File: src/rtl/lbs_pkg.sv
package lbs_pkg;
  typedef enum logic [3:0] {
    ST_IDLE, ST_RSTON, ST_HOLD, ST_ACK, ST_LOCK, ST_RDY, ST_UP,
    ST_F_RST, ST_F_CLK, ST_D_CLK, ST_D_RST
  } seq_state_t;

  typedef enum logic [1:0] {
    STG_NONE = 2'd0, STG_ACK = 2'd1, STG_LOCK = 2'd2, STG_RDY = 2'd3
  } stage_code_t;
endpackage

File: src/rtl/lbs_timeout.sv
module lbs_timeout #(
  parameter int CYC_PER_MS = 100000,
  parameter int TIMEOUT_MS = 500
) (
  input  logic clk,
  input  logic rst,
  input  logic clr,
  output logic expired
);
  localparam int PW = $clog2(CYC_PER_MS + 1);
  localparam int MW = $clog2(TIMEOUT_MS + 1);

  logic [PW-1:0] pre_q;
  logic [MW-1:0] ms_q;

  assign expired = (ms_q == MW'(TIMEOUT_MS));

  always_ff @(posedge clk) begin
    if (rst || clr) begin
      pre_q <= '0;
      ms_q  <= '0;
    end else if (!expired) begin
      if (pre_q == PW'(CYC_PER_MS - 1)) begin
        pre_q <= '0;
        ms_q  <= ms_q + 1'b1;
      end else begin
        pre_q <= pre_q + 1'b1;
      end
    end
  end
endmodule

File: src/rtl/lbs_hold.sv
module lbs_hold #(
  parameter int HOLD_CYC = 2
) (
  input  logic clk,
  input  logic rst,
  input  logic run,
  output logic fin
);
  localparam int HW = $clog2(HOLD_CYC + 1);

  logic [HW-1:0] cnt_q;

  assign fin = run && (cnt_q == HW'(HOLD_CYC - 1));

  always_ff @(posedge clk) begin
    if (rst || !run) cnt_q <= '0;
    else if (!fin)   cnt_q <= cnt_q + 1'b1;
  end
endmodule

File: src/rtl/lbs_fsm.sv
module lbs_fsm
  import lbs_pkg::*;
(
  input  logic       clk,
  input  logic       rst,
  input  logic       start_i,
  input  logic       stop_i,
  input  logic       ack_pend_i,
  input  logic       pll_lock_i,
  input  logic       link_rdy_i,
  input  logic       tmo,
  input  logic       hold_fin,
  output logic       tmr_clr,
  output logic       hold_run,
  output logic       pclk_free_o,
  output logic       pll_rst_o,
  output logic       pll_go_o,
  output logic       lcd_en_o,
  output logic       busy_o,
  output logic       done_o,
  output logic       fail_o,
  output logic [1:0] fail_stage_o
);
  seq_state_t  state_q;
  logic        in_wait, met;
  stage_code_t cur_stage;

  always_comb begin
    in_wait   = 1'b0;
    met       = 1'b0;
    cur_stage = STG_NONE;
    case (state_q)
      ST_ACK:  begin in_wait = 1'b1; met = !ack_pend_i; cur_stage = STG_ACK;  end
      ST_LOCK: begin in_wait = 1'b1; met = pll_lock_i;  cur_stage = STG_LOCK; end
      ST_RDY:  begin in_wait = 1'b1; met = link_rdy_i;  cur_stage = STG_RDY;  end
      default: ;
    endcase
    tmr_clr  = !in_wait || met;
    hold_run = (state_q == ST_HOLD);
  end

  always_ff @(posedge clk) begin
    if (rst) begin
      state_q      <= ST_IDLE;
      pclk_free_o  <= 1'b0;
      pll_rst_o    <= 1'b0;
      pll_go_o     <= 1'b0;
      lcd_en_o     <= 1'b0;
      busy_o       <= 1'b0;
      done_o       <= 1'b0;
      fail_o       <= 1'b0;
      fail_stage_o <= STG_NONE;
    end else begin
      done_o <= 1'b0;
      fail_o <= 1'b0;
      if (in_wait && !met && tmo) begin
        pll_go_o     <= 1'b0;
        lcd_en_o     <= 1'b0;
        fail_stage_o <= cur_stage;
        state_q      <= ST_F_RST;
      end else begin
        case (state_q)
          ST_IDLE: begin
            if (start_i) begin
              pclk_free_o  <= 1'b1;
              busy_o       <= 1'b1;
              fail_stage_o <= STG_NONE;
              state_q      <= ST_RSTON;
            end else if (stop_i) begin
              lcd_en_o <= 1'b0;
              state_q  <= ST_D_CLK;
            end
          end
          ST_RSTON: begin
            pll_rst_o <= 1'b1;
            state_q   <= ST_HOLD;
          end
          ST_HOLD: begin
            if (hold_fin) begin
              pll_go_o <= 1'b1;
              state_q  <= ST_ACK;
            end
          end
          ST_ACK: begin
            if (met) begin
              pll_go_o <= 1'b0;
              state_q  <= ST_LOCK;
            end
          end
          ST_LOCK: begin
            if (met) begin
              lcd_en_o <= 1'b1;
              state_q  <= ST_RDY;
            end
          end
          ST_RDY: begin
            if (met) begin
              done_o  <= 1'b1;
              busy_o  <= 1'b0;
              state_q <= ST_UP;
            end
          end
          ST_UP: begin
            if (stop_i) begin
              lcd_en_o <= 1'b0;
              state_q  <= ST_D_CLK;
            end
          end
          ST_F_RST: begin
            pll_rst_o <= 1'b0;
            state_q   <= ST_F_CLK;
          end
          ST_F_CLK: begin
            pclk_free_o <= 1'b0;
            fail_o      <= 1'b1;
            busy_o      <= 1'b0;
            state_q     <= ST_IDLE;
          end
          ST_D_CLK: begin
            pclk_free_o <= 1'b0;
            state_q     <= ST_D_RST;
          end
          ST_D_RST: begin
            pll_rst_o <= 1'b0;
            state_q   <= ST_IDLE;
          end
          default: state_q <= ST_IDLE;
        endcase
      end
    end
  end

  // the go request is only issued inside the PLL reset window
  assert_go_in_reset_R3: assert property (@(posedge clk) disable iff (rst)
    pll_go_o |-> pll_rst_o);

  // LCD enable only while the clock and PLL reset are held
  assert_lcd_needs_clock_R5: assert property (@(posedge clk) disable iff (rst)
    lcd_en_o |-> (pclk_free_o && pll_rst_o));

  // success leaves the link fully up
  assert_done_link_up_R6: assert property (@(posedge clk) disable iff (rst)
    done_o |-> (lcd_en_o && pclk_free_o && pll_rst_o && !pll_go_o && !busy_o));

  // the failure pulse comes after everything is unwound
  assert_fail_unwound_R8: assert property (@(posedge clk) disable iff (rst)
    fail_o |-> (!pclk_free_o && !pll_rst_o && !lcd_en_o && !pll_go_o && fail_stage_o != 2'd0));

  // the stage code does not move while the block is idle
  assert_code_held_R8: assert property (@(posedge clk) disable iff (rst)
    (!busy_o && !$past(busy_o)) |-> $stable(fail_stage_o));

  // PLL reset is only released once the LCD is off
  assert_rst_after_lcd_R9: assert property (@(posedge clk) disable iff (rst)
    $fell(pll_rst_o) |-> !lcd_en_o);

  // done and fail never coincide
  assert_done_fail_excl_R6: assert property (@(posedge clk) disable iff (rst)
    $onehot0({done_o, fail_o}));
endmodule

File: src/rtl/link_bringup_seq.sv
module link_bringup_seq #(
  parameter int CYC_PER_MS = 100000,
  parameter int TIMEOUT_MS = 500,
  parameter int HOLD_CYC   = 2
) (
  input  logic       clk,
  input  logic       rst,
  input  logic       start_i,
  input  logic       stop_i,
  input  logic       ack_pend_i,
  input  logic       pll_lock_i,
  input  logic       link_rdy_i,
  output logic       pclk_free_o,
  output logic       pll_rst_o,
  output logic       pll_go_o,
  output logic       lcd_en_o,
  output logic       busy_o,
  output logic       done_o,
  output logic       fail_o,
  output logic [1:0] fail_stage_o
);
  logic tmr_clr, tmo, hold_run, hold_fin;

  lbs_timeout #(.CYC_PER_MS(CYC_PER_MS), .TIMEOUT_MS(TIMEOUT_MS)) u_tmo (
    .clk(clk), .rst(rst), .clr(tmr_clr), .expired(tmo)
  );

  lbs_hold #(.HOLD_CYC(HOLD_CYC)) u_hold (
    .clk(clk), .rst(rst), .run(hold_run), .fin(hold_fin)
  );

  lbs_fsm u_fsm (
    .clk(clk), .rst(rst), .start_i(start_i), .stop_i(stop_i),
    .ack_pend_i(ack_pend_i), .pll_lock_i(pll_lock_i), .link_rdy_i(link_rdy_i),
    .tmo(tmo), .hold_fin(hold_fin), .tmr_clr(tmr_clr), .hold_run(hold_run),
    .pclk_free_o(pclk_free_o), .pll_rst_o(pll_rst_o), .pll_go_o(pll_go_o),
    .lcd_en_o(lcd_en_o), .busy_o(busy_o), .done_o(done_o), .fail_o(fail_o),
    .fail_stage_o(fail_stage_o)
  );
endmodule

File: config.mk
export PLATFORM = sky130hd
export DESIGN_NAME = link_bringup_seq
export DESIGN_NICKNAME = d
export VERILOG_FILES = /design/src/rtl/lbs_pkg.sv /design/src/rtl/lbs_timeout.sv /design/src/rtl/lbs_hold.sv /design/src/rtl/lbs_fsm.sv /design/src/rtl/link_bringup_seq.sv
export SDC_FILE = /design/constraint.sdc
export NUM_CORES = 1
export LEC_CHECK = 0
export ABC_AREA = 1
export BUFFER_PORTS_ARGS = -buffer_cell sky130_fd_sc_hd__buf_4
export CELL_PAD_IN_SITES_DETAIL_PLACEMENT = 0
export CELL_PAD_IN_SITES_GLOBAL_PLACEMENT = 2
export CORE_AREA = 5 5 92 94
export CTS_BUF_LIST = sky130_fd_sc_hd__clkbuf_16
export CTS_CLUSTER_SIZE = 25
export DETAILED_ROUTE_END_ITERATION = 10
export DIE_AREA = 0 0 97 99
export GPL_ROUTABILITY_DRIVEN = 0
export HOLD_SLACK_MARGIN = 0.02
export PLACE_DENSITY_LB_ADDON = 0.12
export RECOVER_POWER = 50
export SYNTH_ARGS = -nofsm -noshare
export SYNTH_HDL_FRONTEND = slang
export SYNTH_SLANG_ARGS = --single-unit
File: constraint.sdc
create_clock -name clk -period 2.1 [get_ports clk]
set_clock_uncertainty 0.15 [all_clocks]
set_input_delay 0.315 -clock clk [delete_from_list [all_inputs] [get_ports clk]]
set_output_delay 0.315 -clock clk [all_outputs]
set_load 0.005 [all_outputs]
==> results.md <==
* Layout cells sized above 1 at 13.2%
* Max Slew Vio Count at 0
* Overall power at 2.40 mW
* Area growth, synth to finish at 15.3%
* RSZ-0062 raised after global routing: false
* First-pass GRT wire length at 10,800 microns
* H-tree depth at 2
* Final hold violations at 0
* Fin crit period at 1890 ps
* Grt ovf at 0
* Final ANT Viol Nets at 0
* Via count at roughly 2.4k
* Cell variety after synth at 32
* Crit path largest cell delay at 460 ps
* Netlist Area Pre-Place at 0.00241 sq mm
* Status: finished, final reports clean
* Crit start category: flip-flop
* VDD IR max at around 0.0004 V
* Antenna cells at 0
* Via density at 4.86
* Power per cell area at 866 mW/mm^2
* Placed Instances at around 480
* Critical Path RT at between 2000 and 2500 ps
* Synthesized Nets at 375
* CTS Buf Count at 5
* Yosys warnings at 0
* Area fraction of the dominant cell type after synthesis at 34.1%
* Die height at 99 microns
* Largest net degree at the start of global routing at 19
* Worst path cell trace: nor2_1, nand3_1, nand2_1, nor2_4, nand2_4, nor2_4, nand2_1, nor3_1
* Clock latency on the worst-skew pair at ~280 ps
* Postcts setup bufs at 0
* Die area at approximately 0.0096 sq mm
* Clock root cell: clkbuf_16
* Mapped Cells at 364
* Num rows at 32
* Final setup violation count at 0
* CTS sink count at just over 40
* Static Leak at 1.10 nW
* Synth area leader: dfxtp_1
* Sequential share of the synthesized area at between 30 and 40%
* Worst Path Class, Setup: reg -> reg
* DRT Pass-1 Iters at 4
* Setup TNS at 0 ps
* CTS tree: yes
* Max Fclk at 0.530 GHz
* Tcrit/Tclk final at between 80% and 90%
* IO Pins at 16
* Max-cap violations at 0
* Port buffer count at 15
* Post-DP HPWL at roughly 5000 microns
* Die width at 97 microns
* Total track usage at ~14%
* Routed len/inst at between 10 and 15 microns
* Non-filler instance count after layout at slightly below 500
* Crit path capture type: flip-flop
* WL final at between 6000 and 7000 microns
* Seq cells post-synth at 41
* Worst-Margin Slew at 385 ps
* Clk buf depth at 2
* Synth area leaders: dfxtp_1, nand2_1, nor2_1
* Syn Area/Cell at between 6 and 7 sq um
* Via count of the first global-routing pass at 2,271
* Critical path data arrival time at 1940 ps
* Hold Crit Class: in -> reg
* Layout net count at 399
* Worst-path clk slew at roughly 60 ps
* Core box area at 0.00757 sq mm
* Crit-path max FO at 7
* Max_slew headroom at 74.1%
* Initial drt markers at 70
* Critical path's slowest cell: dfxtp_1
* Residual DRC at 0
* Antenna violations before repair at 0
* Initial Util at 31.8%
==> Yosys cell counts <==
library cell / n
a211oi_1: 1
a21oi_1: 19
a21oi_2: 8
a31o_2: 1
a31oi_1: 2
buf_2: 1
buf_4: 1
buf_6: 1
clkbuf_1: 1
dfxtp_1: 41
ha_1: 4
inv_1: 44
inv_2: 2
inv_4: 1
nand2_1: 97
nand2_2: 3
nand2_4: 1
nand3_1: 33
nand3_2: 2
nand4_1: 13
nor2_1: 45
nor2_2: 6
nor2_4: 2
nor2_8: 1
nor3_1: 15
nor3_2: 1
o2111a_1: 1
o21ai_0: 4
o21bai_1: 1
o31ai_1: 1
xnor2_1: 1
xor2_1: 10
==> layout by cell type (no fill, tap or decap), drive strengths merged <==
master / instances
nand2: 101
nor2: 54
inv: 47
dfxtp: 41
nand3: 35
a21oi: 27
nor3: 16
clkbuf: 15
nand4: 13
buf: 11
xor2: 10
o21ai: 4
ha: 4
a31oi: 2
o21bai: 1
o31ai: 1
xnor2: 1
o2111a: 1
a31o: 1
a211oi: 1
clkinv: 1
==> flip-flops by register name, indices dropped and copies added, names as in the netlist <==
signal	cells
u_fsm.done_o	1
u_fsm.pll_rst_o	1
u_fsm.fail_stage_o	2
u_tmo.pre_q	17
u_fsm.pll_go_o	1
u_fsm.busy_o	1
u_fsm.pclk_free_o	1
u_hold.cnt_q	2
u_fsm.lcd_en_o	1
u_tmo.ms_q	9
u_fsm.state_q	4
u_fsm.fail_o	1
==> power by group <==
part	switching, mW	internal [mW]	total (mW)
registers	0.0702	0.849	0.919
clock network	0.294	0.425	0.719
logic	0.512	0.254	0.766
==> area by class of cell <==
| type | instances | area [sq um] |
|---|---|---|
| Inverter | 47 | 179 |
| Clock buffer | 5 | 125 |
| Fill cell | 830 | 4790 |
| Clock inverter | 1 | 5.00 |
| Timing Repair Buffer | 21 | 154 |
| Tap cell | 102 | 128 |
| Sequential cell | 41 | 821 |
| Multi-Input combinational cell | 272 | 1370 |
==> path summary, 6_finish.rpt <==
| kind | start | to | slack (ps) | cells after the start |
|---|---|---|---|---|
| max | u_fsm.state_q[1]$_SDFFE_PP0P_ | u_tmo.pre_q[7]$_SDFFE_PP0P_ | 210 | 8 |
| min | rst | u_fsm.state_q[1]$_SDFFE_PP0P_ | 120 | 2 |
| max reg2reg | u_fsm.state_q[1]$_SDFFE_PP0P_ | u_tmo.pre_q[7]$_SDFFE_PP0P_ | 210 | 8 |
| min reg2reg | u_fsm.pll_go_o$_SDFFE_PP0P_ | u_fsm.pll_go_o$_SDFFE_PP0P_ | 300 | 2 |
==> per-stage QoR <==
stage / cell area (sq um) / hold WS, ps / util, % / worst slack (ps)
after floorplan: 2410 / 234 / - / 410
after global placement: 2670 / 287 / 35.2 / 81.6
after detailed placement: 2670 / 292 / 35.2 / 89.8
after CTS: 2800 / 133 / 37.0 / 82.0
after global routing: 2780 / 119 / 36.7 / 11.5
final: 2780 / 121 / 36.7 / 212
==> critical path: cells and delay by family, from the launching register on <==
family,cells,cell delay [ps]
and+or+nand+nor,8,1200
DFF,1,460
==> metal layers <==
layer  routed length [microns]  vias up  global-route usage [%]
met1                      2900     1102                    15.6
met5                         0        -                       0
li1                          -     1221                       -
met4                        77        0                    3.89
met2                      3230       49                    25.4
met3                       232        6                    3.04
==> timing repair <==
item | 4_1_cts | 5_1_grt
endpoints found under the setup margin | 0 | 1
hold buffers | 0 | 0
hold endpoints to repair | 0 | 0
resized for setup | 0 | 1
==> cell families (layout without fill, tap and decap cells) <==
logic type	after synthesis	count (layout)	share of synthesized area, %
XOR/XNOR	11	11	4.00
buffers and inverters	51	74	8.57
adder cells (fa/ha/maj)	4	4	2.08
AO/OA/AOI/OAI	38	38	9.97
flip-flops	41	41	34.1
AND/OR/NAND/NOR	219	219	41.3
Power figures use the tool's default switching activity.
